===== config.mk =====
export PLATFORM = sky130hd
export DESIGN_NAME = ttcan_window_sched
export DESIGN_NICKNAME = d
export VERILOG_FILES = /design/src/rtl/ttsched_pkg.sv /design/src/rtl/tt_timebase.sv /design/src/rtl/tt_cycle_ctr.sv /design/src/rtl/tt_trigger_walk.sv /design/src/rtl/tt_rx_monitor.sv /design/src/rtl/ttcan_window_sched.sv
export SDC_FILE = /design/constraint.sdc
export NUM_CORES = 1
export LEC_CHECK = 0
export CAP_MARGIN = 10
export CORE_MARGIN = 1.5
export CORE_UTILIZATION = 35
export DETAILED_ROUTE_END_ITERATION = 7
export DONT_BUFFER_PORTS = 1
export PLACE_DENSITY = 0.45
export SYNTH_ARGS = -nofsm -noshare
export SYNTH_HDL_FRONTEND = slang
export SYNTH_SLANG_ARGS = --single-unit

===== constraint.sdc =====
create_clock -name clk -period 5.78 [get_ports clk]
set_input_delay 1.156 -clock clk [delete_from_list [all_inputs] [get_ports clk]]
set_output_delay 1.156 -clock clk [all_outputs]
set_load 0.05 [all_outputs]

===== src/rtl/ttsched_pkg.sv =====
package ttsched_pkg;
  typedef enum logic [1:0] {
    WIN_EXCL  = 2'd0,
    WIN_ARB   = 2'd1,
    WIN_FREE  = 2'd2,
    WIN_FREE3 = 2'd3
  } win_e;

  localparam int REP_W = 2;

  function automatic logic win_is_free(input logic [1:0] t);
    return t[1];
  endfunction
endpackage


===== src/rtl/tt_timebase.sv =====
module tt_timebase #(
  parameter int TIME_W  = 16,
  parameter int PRESC_W = 8
) (
  input  logic               clk,
  input  logic               rst_n,
  input  logic               run,
  input  logic               restart,
  input  logic [PRESC_W-1:0] presc_div,
  output logic [TIME_W-1:0]  ctime,
  output logic [TIME_W-1:0]  next_time,
  output logic               adv,
  output logic               wdog
);
  logic [PRESC_W-1:0] pre_q;
  logic tick, at_max;

  assign tick      = run && !restart && (pre_q == presc_div);
  assign at_max    = &ctime;
  assign adv       = tick && !at_max;
  assign next_time = ctime + 1'b1;

  always_ff @(posedge clk) begin
    if (!rst_n) begin
      pre_q <= '0;
      ctime <= '0;
      wdog  <= 1'b0;
    end else if (restart) begin
      pre_q <= '0;
      ctime <= '0;
    end else if (run) begin
      if (tick) begin
        pre_q <= '0;
        if (at_max) wdog  <= 1'b1;
        else        ctime <= next_time;
      end else begin
        pre_q <= pre_q + 1'b1;
      end
    end
  end
endmodule


===== src/rtl/tt_cycle_ctr.sv =====
module tt_cycle_ctr #(
  parameter int CYC_W = 3,
  localparam int LEN_W = $clog2(CYC_W + 1)
) (
  input  logic             clk,
  input  logic             rst_n,
  input  logic             ref_rx,
  input  logic [LEN_W-1:0] mat_len_log2,
  output logic             synced,
  output logic [CYC_W-1:0] cyc_idx
);
  logic [CYC_W-1:0] wrap_mask;
  assign wrap_mask = ~({CYC_W{1'b1}} << mat_len_log2);

  always_ff @(posedge clk) begin
    if (!rst_n) begin
      synced  <= 1'b0;
      cyc_idx <= '0;
    end else if (ref_rx) begin
      if (!synced) begin
        synced  <= 1'b1;
        cyc_idx <= '0;
      end else begin
        cyc_idx <= (cyc_idx + 1'b1) & wrap_mask;
      end
    end
  end
endmodule


===== src/rtl/tt_trigger_walk.sv =====
module tt_trigger_walk
  import ttsched_pkg::*;
#(
  parameter int N      = 4,
  parameter int TIME_W = 16,
  parameter int OBJ_W  = 3,
  parameter int CYC_W  = 3,
  localparam int IDX_W = $clog2(N),
  localparam int PTR_W = $clog2(N + 1)
) (
  input  logic              clk,
  input  logic              rst_n,
  input  logic              restart,
  input  logic              adv,
  input  logic [TIME_W-1:0] next_time,
  input  logic [CYC_W-1:0]  cyc_idx,
  input  logic              wdog,
  input  logic [TIME_W-1:0] e_mark [N],
  input  logic [1:0]        e_type [N],
  input  logic              e_dir  [N],
  input  logic [OBJ_W-1:0]  e_obj  [N],
  input  logic [CYC_W-1:0]  e_base [N],
  input  logic [REP_W-1:0]  e_rep  [N],
  output logic              mark_hit,
  output logic              fire_rx,
  output logic [IDX_W-1:0]  cur_idx,
  output logic [OBJ_W-1:0]  cur_obj,
  output logic              tx_req,
  output logic              rx_chk,
  output logic [OBJ_W-1:0]  trig_obj,
  output logic              trig_arb
);
  logic [PTR_W-1:0] ptr_q;
  logic [N-1:0]     due;
  logic             ptr_ok, cur_live, fire_tx;

  for (genvar g = 0; g < N; g++) begin : g_due
    logic [CYC_W-1:0] rmask;
    assign rmask  = ~({CYC_W{1'b1}} << e_rep[g]);
    assign due[g] = ((cyc_idx & rmask) == (e_base[g] & rmask)) && !win_is_free(e_type[g]);
  end

  assign ptr_ok   = ptr_q < PTR_W'(N);
  assign cur_idx  = ptr_q[IDX_W-1:0];
  assign cur_obj  = e_obj[cur_idx];
  assign mark_hit = adv && ptr_ok && (next_time == e_mark[cur_idx]);
  assign cur_live = mark_hit && due[cur_idx];
  assign fire_tx  = cur_live && e_dir[cur_idx] && !wdog;
  assign fire_rx  = cur_live && !e_dir[cur_idx];

  always_ff @(posedge clk) begin
    if (!rst_n) begin
      ptr_q    <= '0;
      tx_req   <= 1'b0;
      rx_chk   <= 1'b0;
      trig_obj <= '0;
      trig_arb <= 1'b0;
    end else if (restart) begin
      ptr_q  <= '0;
      tx_req <= 1'b0;
      rx_chk <= 1'b0;
    end else begin
      tx_req <= fire_tx;
      rx_chk <= fire_rx;
      if (mark_hit) ptr_q <= ptr_q + 1'b1;
      if (fire_tx || fire_rx) begin
        trig_obj <= cur_obj;
        trig_arb <= (e_type[cur_idx] == WIN_ARB);
      end
    end
  end
endmodule


===== src/rtl/tt_rx_monitor.sv =====
module tt_rx_monitor #(
  parameter int N     = 4,
  parameter int OBJ_W = 3,
  localparam int IDX_W = $clog2(N)
) (
  input  logic             clk,
  input  logic             rst_n,
  input  logic             fire_rx,
  input  logic [IDX_W-1:0] fire_idx,
  input  logic [OBJ_W-1:0] fire_obj,
  input  logic             mark_hit,
  input  logic             restart,
  input  logic             rx_done,
  input  logic [OBJ_W-1:0] rx_obj,
  output logic [N-1:0]     miss_err
);
  logic             pend_q;
  logic [IDX_W-1:0] pend_idx;
  logic [OBJ_W-1:0] pend_obj;
  logic             arrived;

  assign arrived = pend_q && rx_done && (rx_obj == pend_obj);

  always_ff @(posedge clk) begin
    if (!rst_n) begin
      pend_q   <= 1'b0;
      pend_idx <= '0;
      pend_obj <= '0;
      miss_err <= '0;
    end else begin
      if (arrived) begin
        pend_q             <= 1'b0;
        miss_err[pend_idx] <= 1'b0;
      end else if (pend_q && (mark_hit || restart)) begin
        pend_q             <= 1'b0;
        miss_err[pend_idx] <= 1'b1;
      end
      if (fire_rx) begin
        pend_q   <= 1'b1;
        pend_idx <= fire_idx;
        pend_obj <= fire_obj;
      end
    end
  end
endmodule


===== src/rtl/ttcan_window_sched.sv =====
module ttcan_window_sched
  import ttsched_pkg::*;
#(
  parameter int N_ENTRIES = 4,
  parameter int TIME_W    = 16,
  parameter int OBJ_W     = 3,
  parameter int CYC_W     = 3,
  parameter int PRESC_W   = 8,
  localparam int LEN_W    = $clog2(CYC_W + 1),
  localparam int ENTRY_W  = TIME_W + 3 + OBJ_W + CYC_W + REP_W
) (
  input  logic                         clk,
  input  logic                         rst_n,
  input  logic [PRESC_W-1:0]           presc_div,
  input  logic [LEN_W-1:0]             mat_len_log2,
  input  logic [N_ENTRIES*ENTRY_W-1:0] cfg_table,
  input  logic                         ref_rx,
  input  logic                         rx_done,
  input  logic [OBJ_W-1:0]             rx_obj,
  output logic                         tx_req,
  output logic                         rx_chk,
  output logic [OBJ_W-1:0]             trig_obj,
  output logic                         trig_arb,
  output logic [CYC_W-1:0]             cyc_idx,
  output logic [TIME_W-1:0]            cyc_time,
  output logic                         wdog,
  output logic [N_ENTRIES-1:0]         miss_err
);
  localparam int IDX_W   = $clog2(N_ENTRIES);
  localparam int OFS_TY  = TIME_W;
  localparam int OFS_DIR = TIME_W + 2;
  localparam int OFS_OBJ = OFS_DIR + 1;
  localparam int OFS_BAS = OFS_OBJ + OBJ_W;
  localparam int OFS_REP = OFS_BAS + CYC_W;

  logic [TIME_W-1:0] e_mark [N_ENTRIES];
  logic [1:0]        e_type [N_ENTRIES];
  logic              e_dir  [N_ENTRIES];
  logic [OBJ_W-1:0]  e_obj  [N_ENTRIES];
  logic [CYC_W-1:0]  e_base [N_ENTRIES];
  logic [REP_W-1:0]  e_rep  [N_ENTRIES];

  for (genvar g = 0; g < N_ENTRIES; g++) begin : g_unpack
    assign e_mark[g] = cfg_table[g*ENTRY_W +: TIME_W];
    assign e_type[g] = cfg_table[g*ENTRY_W + OFS_TY +: 2];
    assign e_dir[g]  = cfg_table[g*ENTRY_W + OFS_DIR];
    assign e_obj[g]  = cfg_table[g*ENTRY_W + OFS_OBJ +: OBJ_W];
    assign e_base[g] = cfg_table[g*ENTRY_W + OFS_BAS +: CYC_W];
    assign e_rep[g]  = cfg_table[g*ENTRY_W + OFS_REP +: REP_W];
  end

  logic              synced, adv, mark_hit, fire_rx;
  logic [TIME_W-1:0] next_time;
  logic [IDX_W-1:0]  cur_idx;
  logic [OBJ_W-1:0]  cur_obj;

  tt_cycle_ctr #(.CYC_W(CYC_W)) u_cyc (
    .clk(clk), .rst_n(rst_n), .ref_rx(ref_rx), .mat_len_log2(mat_len_log2),
    .synced(synced), .cyc_idx(cyc_idx)
  );

  tt_timebase #(.TIME_W(TIME_W), .PRESC_W(PRESC_W)) u_tb (
    .clk(clk), .rst_n(rst_n), .run(synced), .restart(ref_rx),
    .presc_div(presc_div), .ctime(cyc_time), .next_time(next_time),
    .adv(adv), .wdog(wdog)
  );

  tt_trigger_walk #(.N(N_ENTRIES), .TIME_W(TIME_W), .OBJ_W(OBJ_W), .CYC_W(CYC_W)) u_walk (
    .clk(clk), .rst_n(rst_n), .restart(ref_rx), .adv(adv), .next_time(next_time),
    .cyc_idx(cyc_idx), .wdog(wdog),
    .e_mark(e_mark), .e_type(e_type), .e_dir(e_dir), .e_obj(e_obj),
    .e_base(e_base), .e_rep(e_rep),
    .mark_hit(mark_hit), .fire_rx(fire_rx), .cur_idx(cur_idx), .cur_obj(cur_obj),
    .tx_req(tx_req), .rx_chk(rx_chk), .trig_obj(trig_obj), .trig_arb(trig_arb)
  );

  tt_rx_monitor #(.N(N_ENTRIES), .OBJ_W(OBJ_W)) u_mon (
    .clk(clk), .rst_n(rst_n), .fire_rx(fire_rx), .fire_idx(cur_idx),
    .fire_obj(cur_obj), .mark_hit(mark_hit), .restart(ref_rx),
    .rx_done(rx_done), .rx_obj(rx_obj), .miss_err(miss_err)
  );
endmodule


# Word-level counts from Yosys, hierarchy flattened
# Index checks and enable logic that the tools add are counted.
# Widths: inputs -> output; s select.
# op_classes
eq_ne	8
addsub	4
muxes	23
order_cmp	5
n_reduce_logical	34
n_shift	5
bitwise_logic	21
# op_table
cell	n
$bmux 16 s2	1
$mux 16	2
$and 3x3->3	9
$reduce_and 19->1	1
$logic_and 1x1->1	17
$add 16x1->16 const B	1
$eq 16x16->1	1
$reduce_and 16->1	1
$eq 3x3->1	5
$not 3->3	5
$shl 3x2->3 const A	5
$mux 3	3
$add 8x1->8 const B	1
$eq 8x8->1	1
$logic_not 1->1	8
$mux 4	2
$mux 8	1
$mux 1	7
$add 3x1->3 const B	2
$bmux 3 s2	1
$lt 2x3->1 const B	2
$and 4x4->4	1
$bmux 1 s2	2
$bmux 2 s2	1
16 further kinds	20
# word_totals
reg_bits	48
out_inout_bits	30
word_cells	114
inputBits	125

# Logic depth before layout (Yosys ltp)
# Gate-level depths: netlist (run 1).
# logic_depth
ltp_word	12
depth_mapped	11
mapped_depth_nobuf	8

# By module
# From an unflattened synthesis (run 1), not the netlist that was laid out.
# hier_totals
cells_unflattened	404
hier_area_um2	3646.0
# by_module_without_submodules
module	cells_per_inst	seq_area_each_um2	n_inst	area_each_um2
tt_trigger_walk	167	180.2	1	1555.2
tt_timebase	174	500.5	1	1475.2
tt_rx_monitor	44	200.2	1	437.9
tt_cycle_ctr	19	80.1	1	177.7

# Worst setup path after synthesis (run 1)
# OpenSTA, ideal clock, no wires.
# synth_timing
kind	input to register
from	input cfg_table[86]
to	register u_mon.pend_idx[0]
slack_ps	2381
setup_ps	72
path_buffers	1
t_required_ps	5708
t_arrival_ps	3327
path_stages	8
cell_sequence	mux4_2 > or4_1 > a41oi_1 > a21oi_1 > nor4_4 > and4b_1 > buf_6 > mux2i_1
# synth_via
elab_chain_cells	7
# synth_rtl
element	line_no	source
from (decl)	ttcan_window_sched.sv:16	input logic [N_ENTRIES*ENTRY_W-1:0] cfg_table,
$bmux 16 s2	tt_trigger_walk.sv:46	assign mark_hit = adv && ptr_ok && (next_time == e_mark[cur_idx]);
$mux 16 (implied by the code) (2 in series)	tt_trigger_walk.sv:46	
$eq 16x16->1	tt_trigger_walk.sv:46	
$logic_and 1x1->1	tt_trigger_walk.sv:46	
$logic_and 1x1->1	tt_trigger_walk.sv:47	assign cur_live = mark_hit && due[cur_idx];
$logic_and 1x1->1	tt_trigger_walk.sv:49	assign fire_rx = cur_live && !e_dir[cur_idx];
to (signal assigned)	tt_rx_monitor.sv:40	pend_idx <= fire_idx;
to (decl)	tt_rx_monitor.sv:18	logic [IDX_W-1:0] pend_idx;
# No other way between the ends. The select of a mux whose other input is x is not followed.
# A chain may end at the register's enable or synchronous reset.

# Final worst setup path (run 1)
# layout_timing
from	register u_walk.ptr_q[0]
to	register u_mon.pend_obj[0]
# layout_via
elab_chain_cells	8
word_cells_on_any_way	19
cone_classes	order compare (1); eq/ne (1); mux (11); bitwise (1); reduce/logical (5)
# layout_rtl
element	line_no	source
from (decl)	tt_trigger_walk.sv:33	logic [PTR_W-1:0] ptr_q;
from (signal assigned)	tt_trigger_walk.sv:65	if (mark_hit) ptr_q <= ptr_q + 1'b1;
$not 2->3 (implied by the code)	tt_trigger_walk.sv:45, tt_trigger_walk.sv:46, tt_trigger_walk.sv:49	
$bmux 16 s2	tt_trigger_walk.sv:46	
$mux 16 (implied by the code) (2 in series)	tt_trigger_walk.sv:46	
$eq 16x16->1	tt_trigger_walk.sv:46	
$logic_and 1x1->1	tt_trigger_walk.sv:46	
$logic_and 1x1->1	tt_trigger_walk.sv:47	
$logic_and 1x1->1	tt_trigger_walk.sv:49	
to (signal assigned)	tt_rx_monitor.sv:41	pend_obj <= fire_obj;
to (decl)	tt_rx_monitor.sv:19	logic [OBJ_W-1:0] pend_obj;
# Several ways; a longest one is shown, not always the timed one. The select of a mux whose other input is x is not followed.

==> metrics.cfg, run 1 <==
[critical_path]
worstSetupStartpointType = register
crit_path_end_kind = register
worst_path_largest_cell_delay_ns = 0.94
crit_type = register to register
worst-path-max-fanout = 28
cp.required_ns = 6.02
cp.arrival_ns = 3.89
crit_buf_inv = 0
cp_slowest_cell = dfxtp_2
cp_top_family = simple AND/OR/NAND/NOR gates
crit_chain = mux4_2 > or4_1 > a41oi_1 > a21oi_1 > nor4_4 > and4b_1 > mux2i_1

[grt]
grt_pass1_wl_um = 13800
grt_max_degree = 29
globalRouteTotalUtil_pct = 17.1
grt_pass1_vias = 2742
globalRoute.totalOverflow = 0
antenna_found_initial = 0

[place]
io_buffers = 0
routabilityCongestion = 0.781
dp_hpwl_um = 7050

[sta]
tightest_slew_ns = 0.899
finClkSkew_ns = 0.0157
rsz0062_at_grt = false
period_share_pct = 63.2
min_period_ns = 3.65
max_freq_mhz = 274
maxSlewViolCount = 0
relSlewSlack_pct = 40.1
setup_tns_ns = 0
hold_viol_final = 0
finalSetupViolations = 0

[power]
power.total_mw = 0.690
power_density_nw_per_um2 = 189
p_leak_nw = 1.24
peakVddDrop_mv = 0.132

[detailed_routing]
dr.pass1.iters = 4
wl_per_cell_um = 18.2
drtAntennaViolNets = 0
drt-vias-per-instance = 5.50
drcViolationCount = 0
postRouteWirelength_um = 9010
drtIter0Drc = 87
via_count = 2728

[clock_tree]
clock_latency_ns = 0.31
clk_pin_slew_ns = 0.11
cts_sinks = 48
cts_buffer_depth = 2
root_buffer = clkbuf_8
cts_buffers = 5
postCtsHoldBufs = 0
cts_tree = done
cts_resized = 0
htree_levels = 2
postCtsSetupRepairBufs = 0

[logic_synthesis]
ys_ff_latch = 48
yosysWarnings = 0
synth_area_leaders = dfxtp_1 (28%), mux4_2 (13%), xor2_1 (10%)
synth_cells = 379
synth_edf_count = 0
synth_ff_type = dfxtp_1
ys_async_sr_fraction_pct = 0
netlist_top_cells_count = dfxtp_1 (48), nand2_1 (39), xor2_1 (39)
syn_area_um2 = 3430
syn_area_per_cell_um2 = 9.05
ys_types = 51
ys_seq_area_share_pct = 28.0
synth_top_area_share_pct = 28.0
syn_nets = 508
yosysTopAreaCell = dfxtp_1
yosysMostFrequentCell = dfxtp_1

[floorplan]
die_x_um = 102
die_y_um = 102
core_area_um2 = 9370
start_util_pct = 36.6
die-area_um2 = 10400
rows = 35
ios = 155

[final_layout]
drive_gt1_share_pct = 9.56
nFillCells = 990
nNetsFinal = 494
final_util_pct = 38.8
area_growth_pct = 6.13

[run_status]
status = completed

[job]
cap_violations = 0

[worst_hold_path]
hp-class = register to register

## final timing paths
path | start | endpoint | slack (ns) | cells past startpoint
setup reg to reg | u_walk.ptr_q[0]$_SDFFE_PP0P_ | u_mon.pend_obj[0]$_SDFFE_PN0P_ | 2.13 | 7
hold reg to reg | u_mon.pend_obj[1]$_SDFFE_PN0P_ | u_mon.pend_obj[1]$_SDFFE_PN0P_ | 0.48 | 2
setup / recovery | u_walk.ptr_q[0]$_SDFFE_PP0P_ | u_mon.pend_obj[0]$_SDFFE_PN0P_ | 2.13 | 7
hold / removal | u_mon.pend_obj[1]$_SDFFE_PN0P_ | u_mon.pend_obj[1]$_SDFFE_PN0P_ | 0.48 | 2
## logic make-up (layout without fill, tap and decap cells)
group	count (synthesis)	after routing	share of synthesized area, %
buffers and inverters	26	13	3.36
adder cells (fa/ha/maj)	4	4	1.46
multiplexers	31	31	16.3
XOR/XNOR	63	63	17.7
flip-flops	48	48	28.0
other	0	1	0
AND/OR/NAND/NOR	155	155	23.5
AO/OA/AOI/OAI	52	52	9.67
## stage by stage
step / setup WS, ns / std cells / hold WS (ns) / instance area (µm²)
after floorplan: 2.38 / 379 / 0.440 / 3430
after detailed placement: 2.08 / 487 / 0.466 / 3500
after global placement: 2.11 / 487 / 0.465 / 3500
after CTS: 2.09 / 495 / 0.486 / 3640
after global routing: 1.86 / 495 / 0.504 / 3640
final: 2.13 / 496 / 0.484 / 3640
## routing by layer
metal	wire (µm)	GRT usage, %	part of all wire (%)
met3	631	4.45	7.0
met1	3750	20.2	42
met5	0	0	0
met4	73	3.58	0.81
met2	4560	31.2	51
## state kept, by name (all words and copies together) (netlist names), named ones only
| signal | flops |
|---|---|
| u_tb.pre_q | 8 |
| u_walk.rx_chk | 1 |
| u_mon.pend_idx | 2 |
| u_walk.ptr_q | 3 |
| u_mon.pend_q | 1 |
| u_cyc.synced | 1 |
| u_walk.trig_obj | 3 |
| u_cyc.cyc_idx | 3 |
| u_tb.ctime | 16 |
| u_tb.wdog | 1 |
| u_mon.pend_obj | 3 |
| u_walk.trig_arb | 1 |
| u_walk.tx_req | 1 |
## where the power goes
part           switching, mW  internal [mW]  total [mW]
clock network          0.129          0.174       0.303
registers            0.00457          0.332       0.336
logic                 0.0223         0.0278      0.0500
total                  0.156          0.534       0.690
## worst min-delay path, delay by kind of cell (launching register included)
family	cells	cell delay [ns]
DFF	1	0.34
muxes	1	0.05
and+or+nand+nor	1	0.05
## layout make-up
| type | count | area, µm² | share of cell area, % |
|---|---|---|---|
| diodes | 1 | 2.50 | 0.0688 |
| clock buffers | 5 | 68.8 | 1.89 |
| clock inverters | 3 | 68.8 | 1.89 |
| inverters | 4 | 15.0 | 0.413 |
| multi-input cells | 305 | 2350 | 64.7 |
| flip-flops and latches | 48 | 962 | 26.4 |
| well taps | 129 | 161 | 4.43 |
| repair buffers | 1 | 7.51 | 0.206 |
## cell usage in the layout (no fill, tap or decap), types with 3 or more instances in the layout
master | netlist | routed
dfxtp_1 | 48 | 47
xor2_1 | 39 | 39
nand2_1 | 39 | 39
nor2_1 | 33 | 33
mux4_2 | 20 | 20
xnor2_1 | 20 | 20
a21oi_1 | 15 | 15
nor3_1 | 13 | 13
nand4_1 | 12 | 12
nand3_1 | 11 | 11
o21ai_0 | 11 | 11
mux2i_1 | 11 | 11
nor2b_1 | 9 | 9
nand2b_1 | 7 | 7
and3_1 | 6 | 6
and2_1 | 5 | 5
nor4_1 | 5 | 5
clkbuf_8 | 0 | 5
or4_1 | 4 | 4
inv_1 | 4 | 4
xnor3_1 | 4 | 4
a211oi_1 | 4 | 4
ha_1 | 4 | 4
a31oi_1 | 3 | 3
o21a_1 | 3 | 3
(Power assumes the default switching activity.)
==> run 2: changes to the inputs <==
--- a/config.mk
+++ b/config.mk
@@ -10,7 +10,7 @@
 export CORE_UTILIZATION = 35
 export DETAILED_ROUTE_END_ITERATION = 7
 export DONT_BUFFER_PORTS = 1
-export PLACE_DENSITY = 0.45
+export PLACE_DENSITY = 0.47
 export SYNTH_ARGS = -nofsm -noshare
 export SYNTH_HDL_FRONTEND = slang
 export SYNTH_SLANG_ARGS = --single-unit
==> constraint.sdc (replaced) <==
create_clock -name clk -period 2.96 [get_ports clk]
set_input_delay 0.592 -clock clk [delete_from_list [all_inputs] [get_ports clk]]
set_output_delay 0.592 -clock clk [all_outputs]
set_load 0.05 [all_outputs]
==> run 2 against run 1 <==
Against the previous run: the run now ends with negative setup slack left; setup slack worse by 2.1 ns; non-clock buffer count up 41; utilization up 4.2 points; clock power up 67%; flip-flop and latch count unchanged; clock-buffer cell count unchanged; global-route usage up 0.48 points.
==> metrics.cfg, run 2 (synthesis gave the netlist of run 1 again) <==
[clock_tree]
cts_buffer_depth = 2
postCtsHoldBufs = 0
clk_pin_slew_ns = 0.10
htree_levels = 2
cts_sinks = 48
cts_buffers = 5
clock_latency_ns = 0.31
root_buffer = clkbuf_8
cts_tree = done

[power]
power_density_nw_per_um2 = 315
p_leak_nw = 1.48
peakVddDrop_mv = 0.168

[critical_path]
reg2regPathDepth = 9
cp.arrival_ns = 3.20
reg2reg_from = u_walk.ptr_q[0]$_SDFFE_PP0P_
worstSetupStartpointType = register
crit_path_end_kind = register
worst-path-max-fanout = 7
crit_start = u_walk.ptr_q[0]$_SDFFE_PP0P_
crit_type = register to register
cp.required_ns = 3.19

[detailed_routing]
via_count = 2894
dr.pass1.iters = 4
drtAntennaViolNets = 0
wl_per_cell_um = 17.6
drcViolationCount = 0
drt-vias-per-instance = 5.40
postRouteWirelength_um = 9410
drtIter0Drc = 67

[floorplan]
ios = 155
core_area_um2 = 9370
die-area_um2 = 10400
die_y_um = 102
rows = 35
die_x_um = 102
start_util_pct = 36.6

[final_layout]
num_antenna_cells = 0
drive_gt1_share_pct = 21.1
nNetsFinal = 535
final_common_cell = dfxtp_1
regMostFlops = u_tb.ctime
area_growth_pct = 17.5
largest_register_ffs = 16
top_regs = u_tb.ctime x16, u_tb.pre_q x8
final_cell_mix = dfxtp_1 (47), xor2_1 (39), nand2_1 (39)
final_util_pct = 43.0

[worst_hold_path]
holdCritStartpoint = rst_n
hp-class = primary input to register
min_delay_path_depth = 1

[grt]
globalRouteTotalUtil_pct = 17.6
antenna_found_initial = 1
grt_max_degree = 29
grt_use_met2_pct = 31.9
busiest_layer = met2
grt.met3_usage_pct = 4.65
grt_pass1_wl_um = 14200
globalRoute.totalOverflow = 0
grt_pass1_vias = 2873
grt_use_met1_pct = 20.6

[run_status]
violations = negative setup slack
status = finished with violations

[sta]
period_share_pct = 100
rsz0062_at_grt = true
setup_slack_ns = -0.00777
setup_tns_ns = -0.00777
min_period_ns = 2.97
finClkSkew_ns = 0.0101
max_freq_mhz = 337
maxSlewViolCount = 0
relSlewSlack_pct = 44.4
tightest_slew_ns = 0.834
hold_viol_final = 0
finalSetupViolations = 1
timing.hold.ws_ns = 0.399

[place]
dp_hpwl_um = 7370
io_buffers = 0
routabilityCongestion = 0.792

[job]
cap_violations = 0

[run 2: cell types whose count changed in the layout (fill, tap and decap cells not counted), sizes merged]
cell | previous run | this run
buf | 1 | 42
bufinv | 2 | 1
diode | 1 | 0
clkinv | 0 | 2
inv | 5 | 4
[run 2: per-stage QoR]
stage	setup WS (ns)	instances	instance area [µm²]	power, mW
floorplan	0.0487	379	3430	0.760
global placement	-0.0855	521	3770	0.774
detailed placement	-0.125	521	3770	0.775
CTS	0.00183	529	3900	1.28
global route	-0.168	536	4030	1.32
finish	-0.00777	536	4030	1.27
[run 2: worst max-delay path: stages (launching register included)]
cell      delay, ns
dfxtp_4        0.42
buf_6          0.13
mux4_2         0.52
xnor2_2        0.14
nand2b_1       0.08
or4_4          0.54
nor4_4         0.35
buf_4          0.18
nand4_1        0.24
a211oi_1       0.29
[run 2: power by group]
| group | leakage, nW | internal, mW | switching, mW |
|---|---|---|---|
| clock | 0.0583 | 0.255 | 0.252 |
| combinational | 1.04 | 0.0607 | 0.0519 |
| sequential | 0.388 | 0.647 | 0.00346 |
| total | 1.48 | 0.963 | 0.307 |
[run 2: per-layer routing]
layer / part of all wire, % / vias to the layer above
met5: 0.14 / -
met4: 0.94 / 2
met3: 6.8 / 9
met2: 51 / 87
met1: 41 / 1378
li1: - / 1418
[run 2: cell type report]
class / instances / area (µm²)
Clock buffer: 5 / 68.8
Clock inverter: 3 / 47.5
Fill cell: 961 / 5340
Inverter: 4 / 15.0
Multi-Input combinational cell: 305 / 2420
Sequential cell: 48 / 965
Tap cell: 129 / 161
Timing Repair Buffer: 42 / 352
[run 2: final timing paths]
kind / endpoint / slack, ns
worst min-delay path: u_mon.pend_q$_SDFFE_PN0P_ / 0.40
worst min register to register: u_mon.pend_obj[2]$_SDFFE_PN0P_ / 0.48
worst max register to register: register / -0.008
worst max-delay path: register / -0.008
[run 2: repair_timing]
item	in CTS	in global routing
pin swaps	1	3
endpoints found under the setup margin	16	16
setup buffers	0	7
resized for setup	3	12
endpoints found under the hold margin	0	0
==> run 3: changes to the inputs <==
--- a/config.mk
+++ b/config.mk
@@ -8,6 +8,7 @@
 export CAP_MARGIN = 10
 export CORE_MARGIN = 1.5
 export CORE_UTILIZATION = 35
+export CTS_CLUSTER_SIZE = 30
 export DETAILED_ROUTE_END_ITERATION = 7
 export DONT_BUFFER_PORTS = 1
 export PLACE_DENSITY = 0.47
==> results of run 3 <==
No change in the layout: final DEF, timing and power equal those of run 2.
